File: config.mk
export PLATFORM = sky130hd
export DESIGN_NAME = can_bit_timing_calc
export DESIGN_NICKNAME = d
export VERILOG_FILES = /design/src/rtl/can_bit_timing_calc.sv
export SDC_FILE = /design/constraint.sdc
export NUM_CORES = 1
export LEC_CHECK = 0
export ABC_AREA = 1
export BUFFER_PORTS_ARGS = -buffer_cell sky130_fd_sc_hd__buf_4
export CAP_MARGIN = 20
export CELL_PAD_IN_SITES_DETAIL_PLACEMENT = 1
export CELL_PAD_IN_SITES_GLOBAL_PLACEMENT = 2
export CORE_ASPECT_RATIO = 0.5
export CORE_MARGIN = 5
export CORE_UTILIZATION = 40
export CTS_CLUSTER_DIAMETER = 200
export DETAILED_ROUTE_END_ITERATION = 6
export GPL_ROUTABILITY_DRIVEN = 0
export PLACE_DENSITY_LB_ADDON = 0.1
export SYNTH_ARGS = -nofsm -noshare
export SYNTH_HDL_FRONTEND = slang
export SYNTH_SLANG_ARGS = --single-unit
File: constraint.sdc
create_clock -name clk -period 16.3 [get_ports clk]
set_clock_uncertainty 0.15 [all_clocks]
set_input_delay 0.815 -clock clk [delete_from_list [all_inputs] [get_ports clk]]
set_output_delay 0.815 -clock clk [all_outputs]
set_load 0.005 [all_outputs]
File: src/rtl/can_bit_timing_calc.sv
module can_bit_timing_calc #(
  parameter int FAST_RATE = 1_000_000,
  parameter int MAXQ_FAST = 10,
  parameter int MAXQ_SLOW = 17,
  parameter int MAX_SEG1  = 16,
  parameter int MAX_SEG2  = 8,
  parameter int MAX_PRESC = 1024,
  parameter int SP_LIMIT  = 900
) (
  input  logic        clk,
  input  logic        rst_n,
  input  logic        start,
  input  logic [31:0] clk_hz,
  input  logic [31:0] bitrate,
  output logic        done,
  output logic        error,
  output logic [9:0]  presc_m1,
  output logic [3:0]  seg1_m1,
  output logic [2:0]  seg2_m1,
  output logic [1:0]  sjw_m1
);
  localparam logic [5:0] DIV_STEPS = 6'd32;
  localparam logic [4:0] SUM_FAST  = 5'(MAXQ_FAST - 1);
  localparam logic [4:0] SUM_SLOW  = 5'(MAXQ_SLOW - 1);

  typedef enum logic [2:0] {IDLE, DIV, EV_RATIO, EV_QUANT, EV_CHECK} st_t;
  st_t st, ret;

  logic [31:0] clk_r, br_r, ratio, quo, dvs, rem, presc_r;
  logic [5:0]  cnt;
  logic [4:0]  sum, seg1_r, seg2_r;

  assign sjw_m1 = 2'd0;

  logic [32:0] sh, rem_n;
  logic        ge;
  assign sh    = {rem, quo[31]};
  assign ge    = sh >= {1'b0, dvs};
  assign rem_n = ge ? sh - {1'b0, dvs} : sh;

  logic [7:0]  s7;
  logic [4:0]  a1, a2, b1, b2, sum_init;
  logic [15:0] a_lhs, rhs;
  logic        a_ok, b_ok;
  assign s7       = 8'(sum) * 8'd7;
  assign a1       = 5'((s7 + 8'd3) >> 3);
  assign b1       = 5'((s7 - 8'd1) >> 3);
  assign a2       = sum - a1;
  assign b2       = sum - b1;
  assign a_lhs    = 16'd1000 * (16'd1 + 16'(a1));
  assign rhs      = 16'(SP_LIMIT + 1) * (16'd1 + 16'(sum));
  assign a_ok     = (a1 >= 5'd1) && (a1 <= 5'(MAX_SEG1)) && (a2 >= 5'd1) && (a2 <= 5'(MAX_SEG2)) && (a_lhs < rhs);
  assign b_ok     = (b1 >= 5'd1) && (b1 <= 5'(MAX_SEG1)) && (b2 >= 5'd1) && (b2 <= 5'(MAX_SEG2));
  assign sum_init = (br_r >= 32'(FAST_RATE)) ? SUM_FAST : SUM_SLOW;

  always_ff @(posedge clk or negedge rst_n) begin
    if (!rst_n) begin
      st <= IDLE; ret <= IDLE;
      clk_r <= '0; br_r <= '0; ratio <= '0; quo <= '0; dvs <= '0; rem <= '0; presc_r <= '0;
      cnt <= '0; sum <= '0; seg1_r <= '0; seg2_r <= '0;
      done <= 1'b0; error <= 1'b0;
      presc_m1 <= '0; seg1_m1 <= '0; seg2_m1 <= '0;
    end else begin
      done <= 1'b0;
      case (st)
        IDLE: if (start) begin
          clk_r <= clk_hz;
          br_r  <= bitrate;
          if (bitrate == 32'd0) begin
            done <= 1'b1; error <= 1'b1;
            presc_m1 <= '0; seg1_m1 <= '0; seg2_m1 <= '0;
          end else begin
            quo <= clk_hz; rem <= '0; dvs <= bitrate; cnt <= DIV_STEPS;
            ret <= EV_RATIO; st <= DIV;
          end
        end
        DIV: begin
          quo <= {quo[30:0], ge};
          rem <= rem_n[31:0];
          cnt <= cnt - 6'd1;
          if (cnt == 6'd1) st <= ret;
        end
        EV_RATIO: begin
          ratio <= quo;
          sum   <= sum_init;
          dvs   <= 32'(sum_init) + 32'd1;
          rem   <= '0; cnt <= DIV_STEPS;
          ret   <= EV_QUANT; st <= DIV;
        end
        EV_QUANT: begin
          if (rem == 32'd0) begin
            presc_r <= quo;
            if (quo < 32'd1 || quo > 32'(MAX_PRESC) || !(a_ok || b_ok)) begin
              st <= IDLE; done <= 1'b1; error <= 1'b1;
              presc_m1 <= '0; seg1_m1 <= '0; seg2_m1 <= '0;
            end else begin
              seg1_r <= a_ok ? a1 : b1;
              seg2_r <= a_ok ? a2 : b2;
              quo <= clk_r; dvs <= ratio; rem <= '0; cnt <= DIV_STEPS;
              ret <= EV_CHECK; st <= DIV;
            end
          end else if (sum <= 5'd2) begin
            st <= IDLE; done <= 1'b1; error <= 1'b1;
            presc_m1 <= '0; seg1_m1 <= '0; seg2_m1 <= '0;
          end else begin
            sum <= sum - 5'd1;
            quo <= ratio; dvs <= 32'(sum); rem <= '0; cnt <= DIV_STEPS;
            ret <= EV_QUANT; st <= DIV;
          end
        end
        EV_CHECK: begin
          st <= IDLE; done <= 1'b1;
          if (quo == br_r) begin
            error    <= 1'b0;
            presc_m1 <= 10'(presc_r - 32'd1);
            seg1_m1  <= 4'(seg1_r - 5'd1);
            seg2_m1  <= 3'(seg2_r - 5'd1);
          end else begin
            error <= 1'b1;
            presc_m1 <= '0; seg1_m1 <= '0; seg2_m1 <= '0;
          end
        end
        default: st <= IDLE;
      endcase
    end
  end


  done_pulse_chk: assert property (@(posedge clk) disable iff (!rst_n) done |=> !done);


  hold_chk: assert property (@(posedge clk) disable iff (!rst_n)
    !done |-> ($stable(presc_m1) && $stable(seg1_m1) && $stable(seg2_m1) && $stable(error)));


  zero_rate_chk: assert property (@(posedge clk) disable iff (!rst_n)
    (st == IDLE && start && bitrate == 32'd0) |=> (done && error));


  sample_point_chk: assert property (@(posedge clk) disable iff (!rst_n)
    (done && !error) |-> (32'd1000 * (32'(seg1_m1) + 32'd2) < 32'(SP_LIMIT + 1) * (32'(seg1_m1) + 32'(seg2_m1) + 32'd3)));


  err_zero_chk: assert property (@(posedge clk) disable iff (!rst_n)
    error |-> (presc_m1 == 10'd0 && seg1_m1 == 4'd0 && seg2_m1 == 3'd0));


  busy_chk: assert property (@(posedge clk) disable iff (!rst_n)
    (st == DIV && start) |=> (st != IDLE || done));
endmodule

# Yosys cells after proc, flatten, opt, wreduce, memory -nomap -nowiden
# Cells that the tools add are included.
[classes]
n_addsub = 13
mul = 3
order_cmp = 14
eq_ne = 16
mux = 78
bitwise_logic = 1
n_reduce_logical = 28
[op_table]
columns = ["op", "n"]
rows = [
  ["32-bit two-way mux", 16],
  ["32-bit one-hot mux with 3 select lines", 2],
  ["32-bit one-hot mux with 4 select lines", 1],
  ["32-bit zero test", 2],
  ["10-bit two-way mux", 6],
  ["3-bit two-way mux", 16],
  ["33-bit by 32-bit >= comparator with 1-bit output", 1],
  ["32-bit equality test", 1],
  ["32-bit by 20-bit >= comparator with 1-bit output (second input constant)", 1],
  ["32-bit by 11-bit greater-than comparator with 1-bit output (second input constant)", 1],
  ["32-bit by 1-bit < comparator with 1-bit output (second input constant)", 1],
  ["32-bit subtractor", 1],
  ["6-bit two-way mux", 5],
  ["10-bit one-hot mux with 3 select lines", 1],
  ["4-bit two-way mux", 7],
  ["6-bit one-hot mux with 4 select lines", 1],
  ["5-bit by 1-bit >= comparator with 1-bit output (second input constant)", 4],
  ["5-bit AND reduction", 4],
  ["3-bit one-hot mux with 3 select lines", 2],
  ["16-bit < comparator", 1],
  ["10-bit by 6-bit multiplier with 16-bit output (first input constant)", 1],
  ["5-bit two-way mux", 3],
  ["7-bit by 6-bit multiplier with 13-bit output (first input constant)", 1],
  ["1-bit two-way mux", 13],
  ["34 further kinds", 61],
]
[word_totals]
regBits = 245
input_bits = 67
out_inout_bits = 21
word_cells = 171

# Longest topological paths before layout
# Gate-level depths: netlist of run 1.
[depth]
depth_word = 13
ltp_mapped = 48
mapped_depth_nobuf = 46

# Worst setup path after synthesis of run 1
# OpenSTA, ideal clock, no wires.
[synth_timing]
path_type = "register to register"
startpoint = "register sum[2]"
endpoint = "register rem[18]"
setup_time_ns = 0.121
arrival_time_ns = 7.806
required_ns = 16.029
setup_slack_ns = 8.222
path_stages_with_launch = 43
path_buffers = 2
synth_period_minus_slack_ns = 8.078
path_cell_list = "dfrtp_1 > fa_1 > ha_1 > inv_1 > fa_1 > nor2_1 > nand2_1 > nand2_1 > inv_1 > nor2_1 > ha_1 > inv_1 > nor2_1 > nand2_1 > xnor2_1 > fa_1 > fa_1 > fa_1 > [7 not listed] > nor2_1 > nor2_1 > xor2_1 > ha_1 > nand2_1 > nor2_1 > a211oi_1 > nand2_1 > nor2_1 > nand4_2 > nand2_2 > nand2_2 > nand2_4 > nand3_2 > buf_6 > buf_6 > nand2_1 > nand2_1"
[synth_between]
elab_chain_len = 12
word_cells_on_any_way = 32
classes_between = "6 x add/sub; 3 x mul; 10 x order compare; 2 x eq/ne; 11 x reduce/logical"
[synth_lines]
columns = ["element", "line", "text"]
rows = [
  ["from (decl)", "31", "logic [4:0] sum, seg1_r, seg2_r;"],
  ["from (signal assigned)", "85", "sum <= sum_init;"],
  ["from (signal assigned)", "106", "sum <= sum - 5'd1;"],
  ["parallel branches: the longest is 11 deep, another holds 16-bit < comparator", "n/a", ""],
  ["5-bit AND reduction (no source line) *", "n/a", ""],
  ["to (signal assigned)", "79", "rem <= rem_n[31:0];"],
  ["to (decl)", "29", "logic [31:0] clk_r, br_r, ratio, quo, dvs, rem, presc_r;"],
]
# Mark *: on every way between the ends.
# A chain may end at the register's enable or synchronous reset.

# Worst setup path in the final report of run 1
[layout_timing]
startpoint = "register sum[2]"
endpoint = "register quo[0]"
[layout_between]
elab_chain_len = 12
word_cells_on_any_way = 32
classes_between = "6 x add/sub; 3 x mul; 10 x order compare; 2 x eq/ne; 11 x reduce/logical"
[layout_lines]
columns = ["element", "line", "text"]
rows = [
  ["parallel branches: the longest is 11 deep, another holds 16-bit < comparator", "n/a", ""],
  ["5-bit AND reduction (no source line) *", "n/a", ""],
  ["to (signal assigned)", "78", "quo <= {quo[30:0], ge};"],
  ["to (decl)", "29", ""],
]
# Marks and branches as above.

==> results of run 1 <==
[worst max path at each step]
stage	startpoint	end	slack [ns]	depth (start not counted)
after detailed placement	sum[2]$_DFFE_PN0P_	rem[15]$_DFFE_PN0P_	5.23	41
final	sum[2]$_DFFE_PN0P_	quo[0]$_DFFE_PN0P_	5.28	41
after CTS	sum[2]$_DFFE_PN0P_	rem[27]$_DFFE_PN0P_	5.24	41
after floorplan	sum[2]$_DFFE_PN0P_	rem[18]$_DFFE_PN0P_	8.22	42
after global routing	sum[2]$_DFFE_PN0P_	rem[16]$_DFFE_PN0P_	4.38	41
after global placement	sum[2]$_DFFE_PN0P_	rem[24]$_DFFE_PN0P_	5.64	41
[cell usage in the layout (no fill, tap or decap), types with 9 or more instances in the layout]
master     synthesis  routed
nand2_1          632     632
or2_2              9       9
buf_4              8     100
nor3_1            13      12
clkbuf_16          0      26
o21bai_1           9       9
nand4_1           90      90
a21oi_1           87      87
a32o_1            26      26
xor2_1            59      59
nor2_1           107     103
ha_1             131     131
inv_1            308     308
nor4_1            30      30
nand3_1           74      74
xnor2_1           30      30
o21ai_0          216     216
dfrtp_1          245     245
fa_1              24      24
a22oi_1           14      14
o211ai_1          13      13
o221ai_1          22      22
[final cells by class]
type	count	share of cell area, %
Timing Repair Buffer	101	3.959
Tap cell	588	3.804
Clock buffer	37	3.836
Multi-Input combinational cell	1651	50.23
Inverter	318	6.185
Sequential cell	245	31.70
Clock inverter	7	0.2847
[registers in the layout, summed over array words and instances (netlist names)]
signal	cells
br_r	32
clk_r	32
dvs	32
quo	32
ratio	32
rem	32
presc_m1	10
presc_r	10
cnt	6
sum	5
seg1_m1	4
seg1_r	4
ret	3
seg2_m1	3
seg2_r	3
st	3
done	1
error	1
[Yosys cell counts (all sizes together)]
cell type and number:
dfrtp 245, clkinv 4, xor2 60, o21a 3
o211ai 13, or3 1, xnor2 31, a31oi 6
o22ai 1, ha 131, a21boi 4, fa 24
o221ai 22, a221oi 1, inv 314, a22oi 14
a21oi 87, nand3 79, o2111ai 1, o21ai 218
o21bai 9, buf 29, nand4 91, a32o 26
and3b 1, a21o 8, nand3b 5, and2 1
a211oi 4, nor3 14, nor2 110, or2 10
clkbuf 67, nand2 642, conb 1, a31o 1
nor4 30
[worst max-delay path: cells and delay by family, from the launching register on]
family | cells | cell delay (ns)
flip-flops | 1 | 0.73
buffers and inverters | 5 | 0.70
AO/OA/AOI/OAI | 5 | 0.89
AND/OR/NAND/NOR | 20 | 3.92
adder cells (fa/ha/maj) | 9 | 3.83
XOR/XNOR | 2 | 0.64
[kinds of logic after synthesis]
logic type | count (synthesis)
adders and majority gates | 155
DFF | 245
xor gates and xnor gates | 91
buffers and inverters | 414
other | 1
and+or+nand+nor | 984
AOI/OAI and AO/OA | 418
[stage by stage]
step                      utilization, %  cell area [um^2]  hold WS [ns]  worst slack, ns
after global placement             42.82             18540        0.3050            5.638
after global routing               44.66             19340        0.1048            4.383
final                              44.66             19340       0.06125            5.278
after detailed placement           42.82             18540        0.3090            5.229
after CTS                          44.66             19340       0.07485            5.237
after floorplan                        -             17420        0.2919            8.222
[routing by layer]
layer | track usage [%] | wire, um | vias up
li1 | - | - | 7675
met1 | 34.13 | 28340 | 7784
met2 | 39.22 | 25610 | 205
met3 | 3.012 | 2035 | 49
met4 | 3.818 | 879 | 0
met5 | 0 | 0 | -
==> metrics.yaml, run 1 <==
status: "completed"
r2r_cells: 41
routed_wl_um: 56860
clk_path_buf_depth: 3
grt.total_usage_pct: 23.68
drc_errors: 0
die_y_um: 157.6
rsz0062_at_grt: "false"
clkTransAtPathRegs_ns: 0.06
fin_cells: 2947
synth-adder-area-share_pct: 12.17
worstMarginPinSlew_ns: 1.048
antenna_cells: 0
cpMostUsedCell: "nand2_1"
cap_violations: 0
grt_overflow: 0
grt_pass1_wl_um: 92310
antenna_found_initial: 0
wl_per_cell_um: 19.30
synth_cells: 2308
dp_cells: 2903
die_area_um2: 48070
synth_top_area_cell: "dfrtp_1"
postCtsSetupRepairBufs: 0
timing.final.crit_period_ns: 11.02
dpl.hpwl_um: 41580
routed_via_density: 5.332
ys.warnings.count: 0
synth_seq_area_share_pct: 35.20
min_period_over_period_pct: 67.62
synth_top_family_by_area: "simple AND/OR/NAND/NOR gates"
fillers: 5384
firstDrtPassIters: 5
drive_gt1_share_pct: 7.758
seqCellArea_um2: 6131
grt_max_degree: 82
vias: 15710
area_growth_pct: 11.04
ios: 88
ant_nets: 0
multi_input_area_um2: 9714
required_ns: 16.58
rows: 54
clock_latency_ns: 0.57
syn-cell-area_um2: 17420
r2r_start: "sum[2]$_DFFE_PN0P_"
setup_violations: 0
critPathSlowestCell: "nand3_2"
path_class: "reg2reg"
htreeDepth: 1
crit_arrival_ns: 11.31
core_area_um2: 43310
startpoint_type: "flip-flop"
tritoncts: "yes"
hp-class: "in2async"
initial_utilization_pct: 40.21
max_freq_mhz: 90.72
synth_area_leaders: "dfrtp_1 (35%), nand2_1 (14%), ha_1 (9.4%)"
cts_buffers: 26
chipWidth_um: 305.1
numPortBuffers: 85
cts_num_sinks: 245
drv_slew: 0
layout.nets: 2565
grt_pass1_vias: 16500
worstPathMaxFanout: 38
drt_iter0_drc: 746
synth-simple-area-share_pct: 24.44
cpPeakStageDelay_ns: 0.79
synth_top_area_share_pct: 35.20
synth_compound_area_share_pct: 14.14
hold_viol: 0
synth_xor_xnor_area_share_pct: 4.662
synth_area_per_cell_um2: 7.546
tns_ns: 0
synth_cell_type_count: 53
cts_root_buffer: "clkbuf_16"
synth_mux_area_share_pct: 0
worstSetupEndpointType: "flip-flop"
synth_seq_cells: 245
reg2reg_slack_ns: 5.28
cts_hold_buffers: 0
post_cts_resized: 0
r2r_end: "quo[0]$_DFFE_PN0P_"
slew_headroom_pct: 29.70
Power of run 1 is left out: the tool's default activity adds up to more than one toggle a clock period on the data nets, which glitch-free logic cannot reach.
==> run 2: changes to the inputs <==
--- a/config.mk
+++ b/config.mk
@@ -12,7 +12,7 @@
 export CELL_PAD_IN_SITES_GLOBAL_PLACEMENT = 2
 export CORE_ASPECT_RATIO = 0.5
 export CORE_MARGIN = 5
-export CORE_UTILIZATION = 40
+export CORE_UTILIZATION = 37
 export CTS_CLUSTER_DIAMETER = 200
 export DETAILED_ROUTE_END_ITERATION = 6
 export GPL_ROUTABILITY_DRIVEN = 0
==> constraint.sdc (replaced) <==
create_clock -name clk -period 10.2 [get_ports clk]
set_clock_uncertainty 0.15 [all_clocks]
set_input_delay 0.51 -clock clk [delete_from_list [all_inputs] [get_ports clk]]
set_output_delay 0.51 -clock clk [all_outputs]
set_load 0.005 [all_outputs]
==> run 2 against run 1 <==
  * Non-clock buffer count rose by 17
  * Wire length rose by 0.77%
  * Via count barely moved
  * Critical endpoint is now rem[13]$_DFFE_PN0P_
  * Critical path depth shrank 1
  * Setup slack got worse by 4.2 ns
  * Die area grew 7.7%
  * Largest cell class unchanged
  * Hold slack got worse by 0.027 ns
  * Core utilization decreased by 2.5 points
  * Sequential share of layout area down 0.50 points
  * Count of clock-buffer cells in the layout grew 7
  * Design area grew 1.6%
==> metrics.yaml, run 2 (synthesis results as in run 1) <==
status: "completed"  # unchanged
clkTransAtPathRegs_ns: 0.06  # about the same
grt_overflow: 0  # unchanged
final_cell_mix: "nand2_1 (632), inv_1 (308), dfrtp_1 (244)"  # was nand2_1 (632), inv_1 (308), dfrtp_1 (245)
tritoncts: "yes"  # unchanged
chipWidth_um: 316.8  # was 305.1 um
drive_gt1_share_pct: 8.232  # was 7.758%
r2r_end: "rem[13]$_DFFE_PN0P_"  # was quo[0]$_DFFE_PN0P_
die_area_um2: 51770  # was 48070 um^2
r2r_cells: 40  # was 41
grt_max_degree: 90  # was 82
min_from: "bitrate[25]"
layout.nets: 2583  # was 2565
whs_path_depth: 3
min_period_over_period_pct: 89.47  # was 67.62%
initial_utilization_pct: 37.32  # was 40.21%
wl_per_cell_um: 18.98  # was 19.30 um
drt_iter0_drc: 871  # was 746
grt_pass1_wl_um: 91670  # was 92310 um
grt_pass1_vias: 16240  # was 16500
worstPathMaxFanout: 38  # unchanged
cts_num_sinks: 245  # unchanged
wl_met2_um: 25910  # was 25610 um
core_area_um2: 46660  # was 43310 um^2
drt-met1-wl_um: 28460  # was 28340 um
drc_errors: 0  # unchanged
die_y_um: 163.4  # was 157.6 um
met3WireLength_um: 2084  # was 2035 um
clock_latency_ns: 0.57  # about the same
rows: 56  # was 54
tns_ns: 0  # unchanged
max_freq_mhz: 109.6  # was 90.72 MHz
setup_violations: 0  # unchanged
crit_arrival_ns: 9.42  # was 11.31 ns
numPortBuffers: 85  # unchanged
htreeDepth: 1  # unchanged
startpoint_type: "flip-flop"  # unchanged
routed_wl_um: 57300  # was 56860 um
hold_viol: 0  # unchanged
cts_root_buffer: "clkbuf_16"  # unchanged
dpl.hpwl_um: 42050  # was 41580 um
cpMostUsedCell: "nand2_1"  # unchanged
hp-class: "in2reg"  # was in2async
firstDrtPassIters: 5  # unchanged
rsz0062_at_grt: "false"  # unchanged
worstHoldEndpoint: "br_r[25]$_DFFE_PN0P_"
clk_path_buf_depth: 3  # unchanged
required_ns: 10.50  # was 16.58 ns
r2r_start: "sum[1]$_DFFE_PN0P_"  # was sum[2]$_DFFE_PN0P_
slew_headroom_pct: 40.35  # was 29.70%
final_util_pct: 42.11  # was 44.66%
cts_buffers: 27  # was 26
reg2reg_slack_ns: 1.07  # was 5.28 ns
grt.total_usage_pct: 22.12  # was 23.68%
postCtsSetupRepairBufs: 0  # unchanged
worstSetupEndpointType: "flip-flop"  # unchanged
vias: 15710  # about the same
critPathSlowestCell: "fa_1"  # was nand3_2
antenna_found_initial: 0  # unchanged
drv_slew: 0  # unchanged
ios: 88  # unchanged
routed_via_density: 5.204  # was 5.332
antenna_cells: 0  # unchanged
cap_violations: 0  # unchanged
cpPeakStageDelay_ns: 0.62  # was 0.79 ns
area_growth_pct: 12.84  # was 11.04%
timing.final.crit_period_ns: 9.126  # was 11.02 ns
highest_layer: "met4"  # unchanged
ant_nets: 0  # unchanged
worstMarginPinSlew_ns: 0.8948  # was 1.048 ns
layout_commonest_cell: "nand2_1"  # unchanged
path_class: "reg2reg"  # unchanged
[run 2: metrics by stage]
stage / area [um^2] / hold slack (ns) / instances / setup slack, ns
floorplan: 17420 / 0.06441 / 2310 / 2.122
global placement: 18670 / 0.3064 / 2962 / 0.9406
detailed placement: 18690 / 0.3110 / 2963 / 0.7614
CTS: 19600 / 0.003967 / 3017 / 0.7408
global route: 19650 / 0.01462 / 3019 / 0.1091
finish: 19650 / 0.03410 / 3019 / 1.074
[run 2: worst max-delay path, delay by kind of cell (launching register included)]
family	cells	cell delay, ns
AOI/OAI and AO/OA	5	0.73
xor gates and xnor gates	2	0.49
adders and majority gates	9	3.87
buffers and inverters	5	0.63
DFF	1	0.58
and+or+nand+nor	19	2.50
[run 2: how the worst max path moves through the flow]
| stage | startpoint | endpoint | slack (ns) | cells past startpoint |
|---|---|---|---|---|
| after global routing | sum[1]$_DFFE_PN0P_ | ret[2]$_DFFE_PN0P_ | 0.11 | 42 |
| after detailed placement | sum[2]$_DFFE_PN0P_ | rem[13]$_DFFE_PN0P_ | 0.76 | 42 |
| after floorplan | sum[2]$_DFFE_PN0P_ | rem[18]$_DFFE_PN0P_ | 2.12 | 42 |
| after CTS | sum[2]$_DFFE_PN0P_ | error$_DFFE_PN0P_ | 0.74 | 41 |
| after global placement | sum[2]$_DFFE_PN0P_ | error$_DFFE_PN0P_ | 0.94 | 41 |
| final | sum[1]$_DFFE_PN0P_ | rem[13]$_DFFE_PN0P_ | 1.07 | 40 |
[run 2: layout make-up]
type                       instances  area (um^2)
clock inverter                     5        63.81
fill                            5810        27010
clock buffer                      44        789.5
tap                              638        798.3
timing repair buffer             118        950.9
inverter                         318         1196
multi-input combinational       1651         9722
sequential                       245         6132
[run 2: repair_timing]
action / in CTS / in global routing
endpoints found under the setup margin: 0 / 121
hold buffers: 5 / 0
hold endpoints to repair: 91 / 0
resized for setup: 0 / 2
[run 2: per-layer routing]
metal / vias up / track usage (%)
met2: 202 / 36.14
li1: 7694 / -
met3: 50 / 2.802
met5: - / 0
met1: 7765 / 32.10
met4: 0 / 3.635
Power of run 2 is left out for the same reason.
